## config.mk

```make
export PLATFORM = sky130hd
export DESIGN_NAME = eprom_read_engine
export DESIGN_NICKNAME = d
export VERILOG_FILES = /design/src/rtl/eprom_pkg.sv /design/src/rtl/eprom_crc8.sv /design/src/rtl/eprom_mem.sv /design/src/rtl/eprom_seq.sv /design/src/rtl/eprom_read_engine.sv
export SDC_FILE = /design/constraint.sdc
export NUM_CORES = 1
export LEC_CHECK = 0
export BUFFER_PORTS_ARGS = -buffer_cell sky130_fd_sc_hd__buf_2
export CAP_MARGIN = 10
export CORE_ASPECT_RATIO = 1.5
export CORE_MARGIN = 1.5
export CORE_UTILIZATION = 50
export CTS_CLUSTER_SIZE = 30
export DETAILED_ROUTE_END_ITERATION = 10
export PLACE_DENSITY = 0.65
export SLEW_MARGIN = 20
export SYNTH_ARGS = -nofsm -noshare
export SYNTH_HDL_FRONTEND = slang
export SYNTH_SLANG_ARGS = --single-unit
```

## constraint.sdc

```tcl
create_clock -name clk -period 6.45 [get_ports clk]
set_input_delay 0.9675 -clock clk [delete_from_list [all_inputs] [get_ports clk]]
set_output_delay 0.9675 -clock clk [all_outputs]
set_load 0.1 [all_outputs]
```

## src/rtl/eprom_pkg.sv

```systemverilog
package eprom_pkg;

   localparam int ADDR_W = 16;

   typedef enum logic [3:0] {
      PH_HALT,
      PH_ROM,
      PH_CMD,
      PH_ADRL,
      PH_ADRH,
      PH_HDR_CRC,
      PH_DATA,
      PH_BLK_CRC,
      PH_ONES
   } phase_t;

   typedef enum logic {
      MODE_PAGE,
      MODE_FIELD
   } mode_t;

endpackage

```

## src/rtl/eprom_crc8.sv

```systemverilog
module eprom_crc8 #(
   parameter logic [7:0] POLY_REV = 8'h8C
) (
   input  logic       clk,
   input  logic       rst_n,
   input  logic       clr,
   input  logic       step,
   input  logic       din,
   output logic [7:0] crc_q
);

   generate
      if (POLY_REV[7] != 1'b1) begin : g_bad_poly
         $error("eprom_crc8: reflected polynomial must have its top bit set");
      end
   endgenerate

   logic       fb;
   logic [7:0] nxt;

   assign fb = crc_q[0] ^ din;

   genvar g;
   generate
      for (g = 0; g < 8; g++) begin : g_bit
         if (g == 7) begin : g_top
            assign nxt[g] = POLY_REV[g] & fb;
         end else begin : g_low
            assign nxt[g] = crc_q[g+1] ^ (POLY_REV[g] & fb);
         end
      end
   endgenerate

   always_ff @(posedge clk or negedge rst_n) begin
      if (!rst_n) begin
         crc_q <= 8'h00;
      end else if (clr) begin
         crc_q <= 8'h00;
      end else if (step) begin
         crc_q <= nxt;
      end
   end

   AST_CRC_IDLE_HOLD: assert property (@(posedge clk) disable iff (!rst_n)
      (!clr && !step) |=> $stable(crc_q)) else $error("crc changed without step");

endmodule

```

## src/rtl/eprom_mem.sv

```systemverilog
module eprom_mem #(
   parameter int BYTES = 128,
   localparam int IDX_W = $clog2(BYTES)
) (
   input  logic             clk,
   input  logic             we,
   input  logic [IDX_W-1:0] waddr,
   input  logic [7:0]       wdata,
   input  logic [IDX_W-1:0] rd_idx,
   input  logic [2:0]       rd_sel,
   output logic             rd_out
);

   generate
      if ((1 << IDX_W) != BYTES) begin : g_bad_depth
         $error("eprom_mem: depth must be a power of two");
      end
   endgenerate

   logic [7:0] arr [BYTES];

   genvar g;
   generate
      for (g = 0; g < BYTES; g++) begin : g_row
         always_ff @(posedge clk) begin
            if (we && (waddr == IDX_W'(g))) begin
               arr[g] <= wdata;
            end
         end
      end
   endgenerate

   logic [7:0] sel_byte;
   assign sel_byte = arr[rd_idx];
   assign rd_out   = sel_byte[rd_sel];

endmodule

```

## src/rtl/eprom_seq.sv

```systemverilog
module eprom_seq
   import eprom_pkg::*;
#(
   parameter int         MEM_BYTES  = 128,
   parameter int         PAGE_BYTES = 32,
   parameter logic [7:0] CODE_SKIP  = 8'hCC,
   parameter logic [7:0] CODE_PAGE  = 8'hC3,
   parameter logic [7:0] CODE_FIELD = 8'hF0,
   localparam int IDX_W = $clog2(MEM_BYTES),
   localparam int PG_W  = $clog2(PAGE_BYTES)
) (
   input  logic             clk,
   input  logic             rst_n,
   input  logic             slot_reset,
   input  logic             wr_slot,
   input  logic             wr_bit,
   input  logic             rd_slot,
   output logic             rd_bit,
   output logic [IDX_W-1:0] mem_idx,
   output logic [2:0]       mem_sel,
   input  logic             mem_bit,
   output logic             crc_clr,
   output logic             crc_step,
   output logic             crc_din,
   input  logic [7:0]       crc_q
);

   generate
      if (PAGE_BYTES > MEM_BYTES || (1 << PG_W) != PAGE_BYTES) begin : g_bad_page
         $error("eprom_seq: page must be a power of two no larger than the array");
      end
      if (IDX_W > ADDR_W) begin : g_bad_addr
         $error("eprom_seq: array exceeds the address range");
      end
   endgenerate

   localparam logic [IDX_W-1:0]  LAST_IDX = IDX_W'(MEM_BYTES - 1);
   localparam logic [ADDR_W-1:0] END_ADR  = ADDR_W'(MEM_BYTES);

   phase_t            phase;
   mode_t             mode;
   logic [2:0]        bit_cnt;
   logic [6:0]        rx_sr;
   logic [7:0]        adr_lo;
   logic [ADDR_W-1:0] adr_q;
   logic [IDX_W-1:0]  byte_idx;
   logic              last_blk;
   logic              rd_q;

   logic       in_rx, in_tx, wr_take, rd_take, byte_end, out_bit, page_end;
   logic [7:0] rx_full;

   assign in_rx    = (phase == PH_ROM) || (phase == PH_CMD) ||
                     (phase == PH_ADRL) || (phase == PH_ADRH);
   assign in_tx    = (phase == PH_HDR_CRC) || (phase == PH_DATA) ||
                     (phase == PH_BLK_CRC);
   assign wr_take  = !slot_reset && wr_slot && in_rx;
   assign rd_take  = !slot_reset && !wr_slot && rd_slot && in_tx;
   assign byte_end = (bit_cnt == 3'd7);
   assign rx_full  = {wr_bit, rx_sr};
   assign out_bit  = (phase == PH_DATA) ? mem_bit : crc_q[bit_cnt];
   assign page_end = &byte_idx[PG_W-1:0];

   assign mem_idx  = byte_idx;
   assign mem_sel  = bit_cnt;
   assign crc_din  = (phase == PH_DATA) ? mem_bit : wr_bit;
   assign crc_step = (wr_take && phase != PH_ROM) || (rd_take && phase == PH_DATA);
   assign crc_clr  = slot_reset ||
                     (rd_take && byte_end && (phase == PH_HDR_CRC || phase == PH_BLK_CRC));
   assign rd_bit   = rd_q;

   always_ff @(posedge clk or negedge rst_n) begin
      if (!rst_n) begin
         phase    <= PH_HALT;
         mode     <= MODE_FIELD;
         bit_cnt  <= 3'd0;
         rx_sr    <= 7'd0;
         adr_lo   <= 8'd0;
         adr_q    <= '0;
         byte_idx <= '0;
         last_blk <= 1'b0;
         rd_q     <= 1'b1;
      end else if (slot_reset) begin
         phase    <= PH_ROM;
         bit_cnt  <= 3'd0;
         last_blk <= 1'b0;
         rd_q     <= 1'b1;
      end else if (wr_take) begin
         rx_sr   <= rx_full[7:1];
         bit_cnt <= bit_cnt + 3'd1;
         if (byte_end) begin
            unique case (phase)
               PH_ROM:  phase <= (rx_full == CODE_SKIP) ? PH_CMD : PH_HALT;
               PH_CMD: begin
                  if (rx_full == CODE_PAGE) begin
                     mode  <= MODE_PAGE;
                     phase <= PH_ADRL;
                  end else if (rx_full == CODE_FIELD) begin
                     mode  <= MODE_FIELD;
                     phase <= PH_ADRL;
                  end else begin
                     phase <= PH_HALT;
                  end
               end
               PH_ADRL: begin
                  adr_lo <= rx_full;
                  phase  <= PH_ADRH;
               end
               default: begin
                  adr_q <= {rx_full, adr_lo};
                  phase <= PH_HDR_CRC;
               end
            endcase
         end
      end else if (rd_slot) begin
         rd_q <= rd_take ? out_bit : 1'b1;
         if (rd_take) begin
            bit_cnt <= bit_cnt + 3'd1;
            if (byte_end) begin
               unique case (phase)
                  PH_HDR_CRC: begin
                     if (adr_q >= END_ADR) begin
                        last_blk <= 1'b1;
                        phase    <= PH_BLK_CRC;
                     end else begin
                        byte_idx <= adr_q[IDX_W-1:0];
                        phase    <= PH_DATA;
                     end
                  end
                  PH_DATA: begin
                     if (byte_idx == LAST_IDX) begin
                        last_blk <= 1'b1;
                        phase    <= PH_BLK_CRC;
                     end else begin
                        byte_idx <= byte_idx + IDX_W'(1);
                        if (mode == MODE_PAGE && page_end) begin
                           phase <= PH_BLK_CRC;
                        end
                     end
                  end
                  default: phase <= last_blk ? PH_ONES : PH_DATA;
               endcase
            end
         end
      end
   end

   AST_RD_HOLD: assert property (@(posedge clk) disable iff (!rst_n)
      (!rd_slot && !slot_reset) |=> $stable(rd_q)) else $error("return bit moved");
   AST_RST_RESTART: assert property (@(posedge clk) disable iff (!rst_n)
      slot_reset |=> (rd_q && phase == PH_ROM)) else $error("reset strobe ignored");
   AST_ONES_AFTER_END: assert property (@(posedge clk) disable iff (!rst_n)
      ((phase == PH_ONES || phase == PH_HALT) && rd_slot) |=> rd_q) else $error("idle read not 1");
   AST_WR_IGNORED_IN_TX: assert property (@(posedge clk) disable iff (!rst_n)
      (wr_slot && !slot_reset && in_tx) |=> ($stable(bit_cnt) && $stable(byte_idx) && $stable(phase)))
      else $error("write slot disturbed sending");
   AST_PAGE_CRC_DUE: assert property (@(posedge clk) disable iff (!rst_n)
      (mode == MODE_PAGE && phase == PH_DATA && rd_slot && !wr_slot && !slot_reset &&
       byte_end && page_end) |=> (phase == PH_BLK_CRC)) else $error("page crc missing");
   AST_FIELD_NO_MID_CRC: assert property (@(posedge clk) disable iff (!rst_n)
      (mode == MODE_FIELD && phase == PH_DATA && rd_slot && !wr_slot && !slot_reset &&
       byte_idx != LAST_IDX) |=> (phase == PH_DATA)) else $error("field crc inserted early");
   AST_BAD_CMD_HALT: assert property (@(posedge clk) disable iff (!rst_n)
      (phase == PH_CMD && wr_slot && !slot_reset && byte_end &&
       rx_full != CODE_PAGE && rx_full != CODE_FIELD) |=> (phase == PH_HALT))
      else $error("unknown command accepted");

endmodule

```

## src/rtl/eprom_read_engine.sv

```systemverilog
module eprom_read_engine #(
   parameter int         MEM_BYTES  = 128,
   parameter int         PAGE_BYTES = 32,
   parameter logic [7:0] CODE_SKIP  = 8'hCC,
   parameter logic [7:0] CODE_PAGE  = 8'hC3,
   parameter logic [7:0] CODE_FIELD = 8'hF0,
   parameter logic [7:0] POLY_REV   = 8'h8C,
   localparam int IDX_W = $clog2(MEM_BYTES)
) (
   input  logic             clk,
   input  logic             rst_n,
   input  logic             slot_reset,
   input  logic             wr_slot,
   input  logic             wr_bit,
   input  logic             rd_slot,
   output logic             rd_bit,
   input  logic             load_en,
   input  logic [IDX_W-1:0] load_addr,
   input  logic [7:0]       load_data
);

   logic [IDX_W-1:0] mem_idx;
   logic [2:0]       mem_sel;
   logic             mem_bit;
   logic             crc_clr, crc_step, crc_din;
   logic [7:0]       crc_q;

   eprom_mem #(.BYTES(MEM_BYTES)) mem_i (
      .clk    (clk),
      .we     (load_en),
      .waddr  (load_addr),
      .wdata  (load_data),
      .rd_idx (mem_idx),
      .rd_sel (mem_sel),
      .rd_out (mem_bit)
   );

   eprom_crc8 #(.POLY_REV(POLY_REV)) crc_i (
      .clk   (clk),
      .rst_n (rst_n),
      .clr   (crc_clr),
      .step  (crc_step),
      .din   (crc_din),
      .crc_q (crc_q)
   );

   eprom_seq #(
      .MEM_BYTES  (MEM_BYTES),
      .PAGE_BYTES (PAGE_BYTES),
      .CODE_SKIP  (CODE_SKIP),
      .CODE_PAGE  (CODE_PAGE),
      .CODE_FIELD (CODE_FIELD)
   ) seq_i (
      .clk        (clk),
      .rst_n      (rst_n),
      .slot_reset (slot_reset),
      .wr_slot    (wr_slot),
      .wr_bit     (wr_bit),
      .rd_slot    (rd_slot),
      .rd_bit     (rd_bit),
      .mem_idx    (mem_idx),
      .mem_sel    (mem_sel),
      .mem_bit    (mem_bit),
      .crc_clr    (crc_clr),
      .crc_step   (crc_step),
      .crc_din    (crc_din),
      .crc_q      (crc_q)
   );

endmodule

```

### Word level (Yosys, flattened, before mapping)

Memories as Yosys holds them, arrays and structs flattened.
Index checks and enable logic that the tools add are counted.

| operators by class | value |
|---|---|
| order comparisons | 2 |
| reductions and logical operators | 296 |
| equal/unequal tests | 148 |
| multiplexer cells | 681 |
| $add $sub $neg | 2 |
| bitwise gates (word level) | 7 |

Operator list:

| kind | count |
|---|---|
| 8-bit two-way mux | 129 |
| 8-bit OR reduction | 127 |
| 7-bit two-way mux | 129 |
| 7-bit equality test (second input constant) | 65 |
| 1-bit two-way mux | 401 |
| 7-bit by 6-bit equality test with 1-bit output (second input constant) | 32 |
| 1-bit logical AND | 138 |
| 7-bit by 5-bit equality test with 1-bit output (second input constant) | 16 |
| 7-bit by 4-bit equality test with 1-bit output (second input constant) | 8 |
| 4-bit two-way mux | 10 |
| 7-bit by 3-bit equality test with 1-bit output (second input constant) | 4 |
| 8-bit equality test (second input constant) | 3 |
| 4-bit by 3-bit equality test with 1-bit output (second input constant) | 4 |
| 16-bit by 8-bit >= comparator with 1-bit output (second input constant) | 1 |
| 5-bit AND reduction | 3 |
| 7-bit by 2-bit equality test with 1-bit output (second input constant) | 2 |
| 7-bit one-hot mux with 2 select lines | 1 |
| 3-bit two-way mux | 4 |
| 3-bit != test (second input constant) | 4 |
| 4-bit one-hot mux with 3 select lines | 1 |
| 2-bit nonzero test | 6 |
| 3-bit nonzero test | 3 |
| 4-bit by 2-bit equality test with 1-bit output (second input constant) | 2 |
| 1-bit logical OR | 8 |
| 22 further kinds | 35 |

| word-level totals | value |
|---|---|
| memories | 1 |
| input port bits | 22 |
| RAM bits | 1024 |
| word-level logic and storage cells | 1147 |
| register bits after elaboration | 56 |
| output and inout port bits | 1 |

Memories:

| name | words | bits a word | read ports | clocked after Yosys merged registers in | wr ports | RTL line | text |
|---|---|---|---|---|---|---|---|
| mem_i.arr | 128 | 8 | 1 | 0 | 1 | eprom_mem.sv:20 | `logic [7:0] arr [BYTES];` |

### Logic depth before layout (Yosys ltp)

| depth | value |
|---|---|
| word-level depth | 132 |
| depth in mapped cells | 15 |
| gate-level depth less buffers | 9 |

### Cells and area by module

A second synthesis with hierarchy kept.

| unflattened totals | value |
|---|---|
| cells, all modules | 2217 |
| area, all modules | 43053.8 µm² |

Modules (own cells, without submodules):

| module | area an instance (µm²) | seq. area each (µm²) | cells an instance | times used |
|---|---|---|---|---|
| eprom_mem | 40181.0 | 30749.5 | 1958 | 1 |
| eprom_seq | 2499.9 | 1203.7 | 227 | 1 |
| eprom_crc8 | 372.9 | 200.2 | 32 | 1 |

### Worst setup path after synthesis

OpenSTA, ideal clock, no wires.

| timing | value |
|---|---|
| path kind | register to register |
| from | register seq_i.byte_idx[0], in the netlist seq_i.mem_idx[0] |
| to | register crc_i.crc_q[7] |
| slack | 3.288 ns |
| required time | 6.363 ns |
| path buffers | 4 |
| cell stages (with the launch flop) | 13 |
| library setup time | 0.087 ns |
| data arrival time | 3.076 ns |
| clock period less this slack | 3.162 ns |
| cells stage by stage | dfrtp_1 -> buf_6 -> buf_6 -> buf_6 -> buf_2 -> mux4_2 -> a22oi_1 -> a21oi_1 -> o32ai_1 -> o311ai_0 -> a311o_1 -> a221o_1 -> o211ai_1 |

| on the way | value |
|---|---|
| word-level cells in the longest chain between the ends | 7 |

RTL lines:

| element | RTL line | text |
|---|---|---|
| from (decl) | eprom_seq.sv:46 | `logic [IDX_W-1:0] byte_idx;` |
| from (signal assigned) | eprom_seq.sv:126 | `byte_idx <= adr_q[IDX_W-1:0];` |
| from (signal assigned) | eprom_seq.sv:135 | `byte_idx <= byte_idx + IDX_W'(1);` |
| memory read 128 x 8 bit | - |  |
| 1-bit binary-select mux with 3-bit select | eprom_mem.sv:35 | `assign rd_out = sel_byte[rd_sel];` |
| 1-bit two-way mux (implied by the code) | eprom_mem.sv:35 |  |
| 1-bit two-way mux | eprom_seq.sv:66 | `assign crc_din = (phase == PH_DATA) ? mem_bit : wr_bit;` |
| 1-bit XOR | eprom_crc8.sv:21 | `assign fb = crc_q[0] ^ din;` |
| 8-bit two-way mux | eprom_crc8.sv:39 | `end else if (step) begin` |
| 8-bit two-way mux | eprom_crc8.sv:37 | `end else if (clr) begin` |
| to (signal assigned) | eprom_crc8.sv:40 | `crc_q <= nxt;` |
| to (decl) | eprom_crc8.sv:9 | `output logic [7:0] crc_q` |

No other way between the ends. The select of a mux whose other input is x is not followed.
A chain may end at the register's enable or synchronous reset.

### Worst setup path in the final report

Ends and elaborated chain as after synthesis.

==> summary.md <==
| Metric | Value |
|---|---|
| Seq/Total Area, Yosys | `74.9%` |
| WHS | `408 ps` |
| Final period utilization | `71.1%` |
| Critical Path Start Type | `flop` |
| Number of buffers created by CTS | `99` |
| Crit. End Element | `flop` |
| Path type of the worst setup path | `reg2reg` |
| CP Max Fanout | `51` |
| Post-CTS sizing | `0` |
| DRC | `0` |
| Net Count, Synth | `2225` |
| Routed Antenna Nets | `0` |
| Final hold vios | `0` |
| Core Footprint | `85100 um^2` |
| Post-CTS setup buffers | `0` |
| Post-synthesis average cell area | `19.5 um^2` |
| H-tree depth | `3` |
| Hold_buf cts | `0` |
| Req. time, crit path | `7070 ps` |
| RSZ-0062 raised after global routing | `no` |
| Tmin final | `4590 ps` |
| Routed WL per cell | `31.6 um` |
| # setup viols final | `0` |
| Num rows | `131` |
| CP arrival | `5210 ps` |
| Synthesis-stage register bit count | `1080` |
| Slack of the critical path | `1860 ps` |
| Post-Route Utilization | `55.7%` |
| Final wirelength | `109000 um` |
| Largest net degree at the start of global routing | `105` |
| Yosys Warn Count | `0` |
| Place WS | `1730 ps` |
| Port bufs | `22` |
| Initial core utilization | `50.5%` |
| GRT Util Overall | `25.4%` |
| Design area | `47400 um^2` |
| Drt initial violations | `2378` |
| Placed inst area | `44200 um^2` |
| CTS tree | `built` |
| Overflow left after global routing | `0` |
| Dominant cell by count in the synthesized netlist | `edfxtp_1` |
| Number of synthesized flops with an enable pin | `1024` |
| Synth area leaders | `edfxtp_1, mux4_2, dfrtp_1` |
| Clock Path Buffers | `3` |
| Top-area cell type share of the netlist area | `71.6%` |
| TNS Setup | `0 ps` |
| Die Y | `362 um` |
| Post-Synthesis Cell Area | `42900 um^2` |
| Dpl hpwl | `68000 um` |
| Worst VDD drop | `0.000215 V` |
| DR pass1 iterations | `7` |
| Worst-Margin Slew | `1120 ps` |
| Max-cap violation count | `0` |
| Max-slew violation count | `0` |
| Max Clock Freq | `218 MHz` |
| Clk_lat worst skew | `710 ps` |
| Leading area contributor after synthesis | `edfxtp_1` |
| Nets | `2273` |
| Rel. slew slack | `25.1%` |
| Vias in the first global route | `22400` |
| Clk sinks | `1080` |
| Total vias in the final route | `22100` |
| Async S/R FF share, synth | `5.19%` |
| Routability cong. | `0.914` |
| Pleak | `14.4 nW` |
| Top FF cell, synth | `edfxtp_1` |
| PD cells | `289 nW/um^2` |
| R2r startpoint | `seq_i.mem_idx[0]` |
| Area growth syn-to-layout | `10.3%` |
| Share of cells above drive strength 1 | `21.1%` |
| Die span in x | `242 um` |
| Post-synthesis cell count | `2199` |
| I/O pins | `23` |
| Via-per-instance ratio | `6.38` |
| Die ar. | `87700 um^2` |
| CP startpoint | `seq_i.mem_idx[0]` |
| Post-synth top cells | `edfxtp_1, mux4_2, nor2_1` |
| Initial antenna violation count | `5` |
| Min-Delay Path Class | `in2async` |
| Root buf cell | `clkbuf_16` |
| Clk_skew | `26.6 ps` |
| Reg clk slew, reported paths | `60 ps` |
| First-pass GRT wire length | `159000 um` |
| Post-synth cell types | `71` |
| Status | `finished clean` |
-- worst max-delay path: stages (launching register included) --
cell,delay [ps]
dfrtp_4,750
buf_16,300
buf_12,410
mux4_2,550
and2_1,170
a2111oi_0,800
o221a_2,340
a311oi_1,70
o211a_1,170
a311o_1,390
a221o_1,380
o211ai_1,100
-- kinds of logic after synthesis --
| kind of cell | count (synthesis) | share of synthesized area [%] |
|---|---|---|
| DFF | 1080 | 74.9 |
| and+or+nand+nor | 408 | 4.20 |
| adders and majority gates | 4 | 0.117 |
| xor gates and xnor gates | 3 | 0.0612 |
| muxes | 376 | 15.9 |
| buffers and inverters | 128 | 1.61 |
| AOI/OAI and AO/OA | 200 | 3.25 |
-- through the flow --
stage                     std cells  power (mW)
after floorplan                2199        8.05
after global placement         3273        8.23
after detailed placement       3273        8.25
after CTS                      3456        13.7
after global routing           3460        14.0
final                          3461        13.7
-- metal layers --
| layer | global-route usage, % | vias to the layer above | wire length [um] |
|---|---|---|---|
| met3 | 5.14 | 272 | 8290 |
| li1 | - | 9105 | - |
| met2 | 41.5 | 1049 | 54500 |
| met1 | 32.1 | 11600 | 40500 |
| met4 | 13.4 | 6 | 6120 |
| met5 | 0 | - | 30 |
-- cell type report --
type / instances / area (um^2)
diodes: 2 / 5.00
clock buffers: 128 / 2640
clock inverters: 55 / 389
fillers: 6371 / 37700
inverters: 9 / 35.0
multi-input cells: 991 / 10100
flip-flops and latches: 1080 / 32200
well taps: 1130 / 1410
repair buffers: 66 / 608
-- flip-flops by register name (all words and copies together) (netlist names), 3 cells and up --
register / count
mem_i.arr: 1024
seq_i.rx_sr: 7
seq_i.mem_idx: 7
seq_i.mem_sel: 3
crc_i.crc_q: 8
seq_i.adr_q: 16
seq_i.phase: 4
seq_i.adr_lo: 8
-- power by group --
group          internal (mW)  switching, mW  leakage, nW
Clock                   3.02           2.56         1.47
Sequential              7.73         0.0655         9.95
Combinational         0.0794          0.232         2.99
-- worst paths after layout --
kind	end	slack, ps	depth (start not counted)
max	crc_i.crc_q[7]	1860	11
min	seq_i.phase[3]	410	2
max reg2reg	crc_i.crc_q[7]	1860	11
min reg2reg	seq_i.mode	480	2
max in group asynchronous	seq_i.mem_idx[2]	5510	2
min in group clk	seq_i.mode	480	2
-- cells in the final DEF (no fill, tap or decap), types with 14 or more instances in the layout --
| cell | count |
|---|---|
| buf_4 | 42 |
| mux2i_1 | 92 |
| nand3_1 | 41 |
| nor2b_1 | 16 |
| clkbuf_1 | 25 |
| nor2_1 | 166 |
| clkinv_1 | 25 |
| mux2_2 | 48 |
| o22ai_1 | 24 |
| dfrtp_1 | 50 |
| buf_2 | 14 |
| mux4_2 | 225 |
| a22oi_1 | 37 |
| a21oi_1 | 42 |
| nand2_1 | 115 |
| edfxtp_1 | 1024 |
| clkbuf_16 | 100 |
| o21ai_0 | 17 |
| clkinv_2 | 15 |
Power figures use the tool's default switching activity.
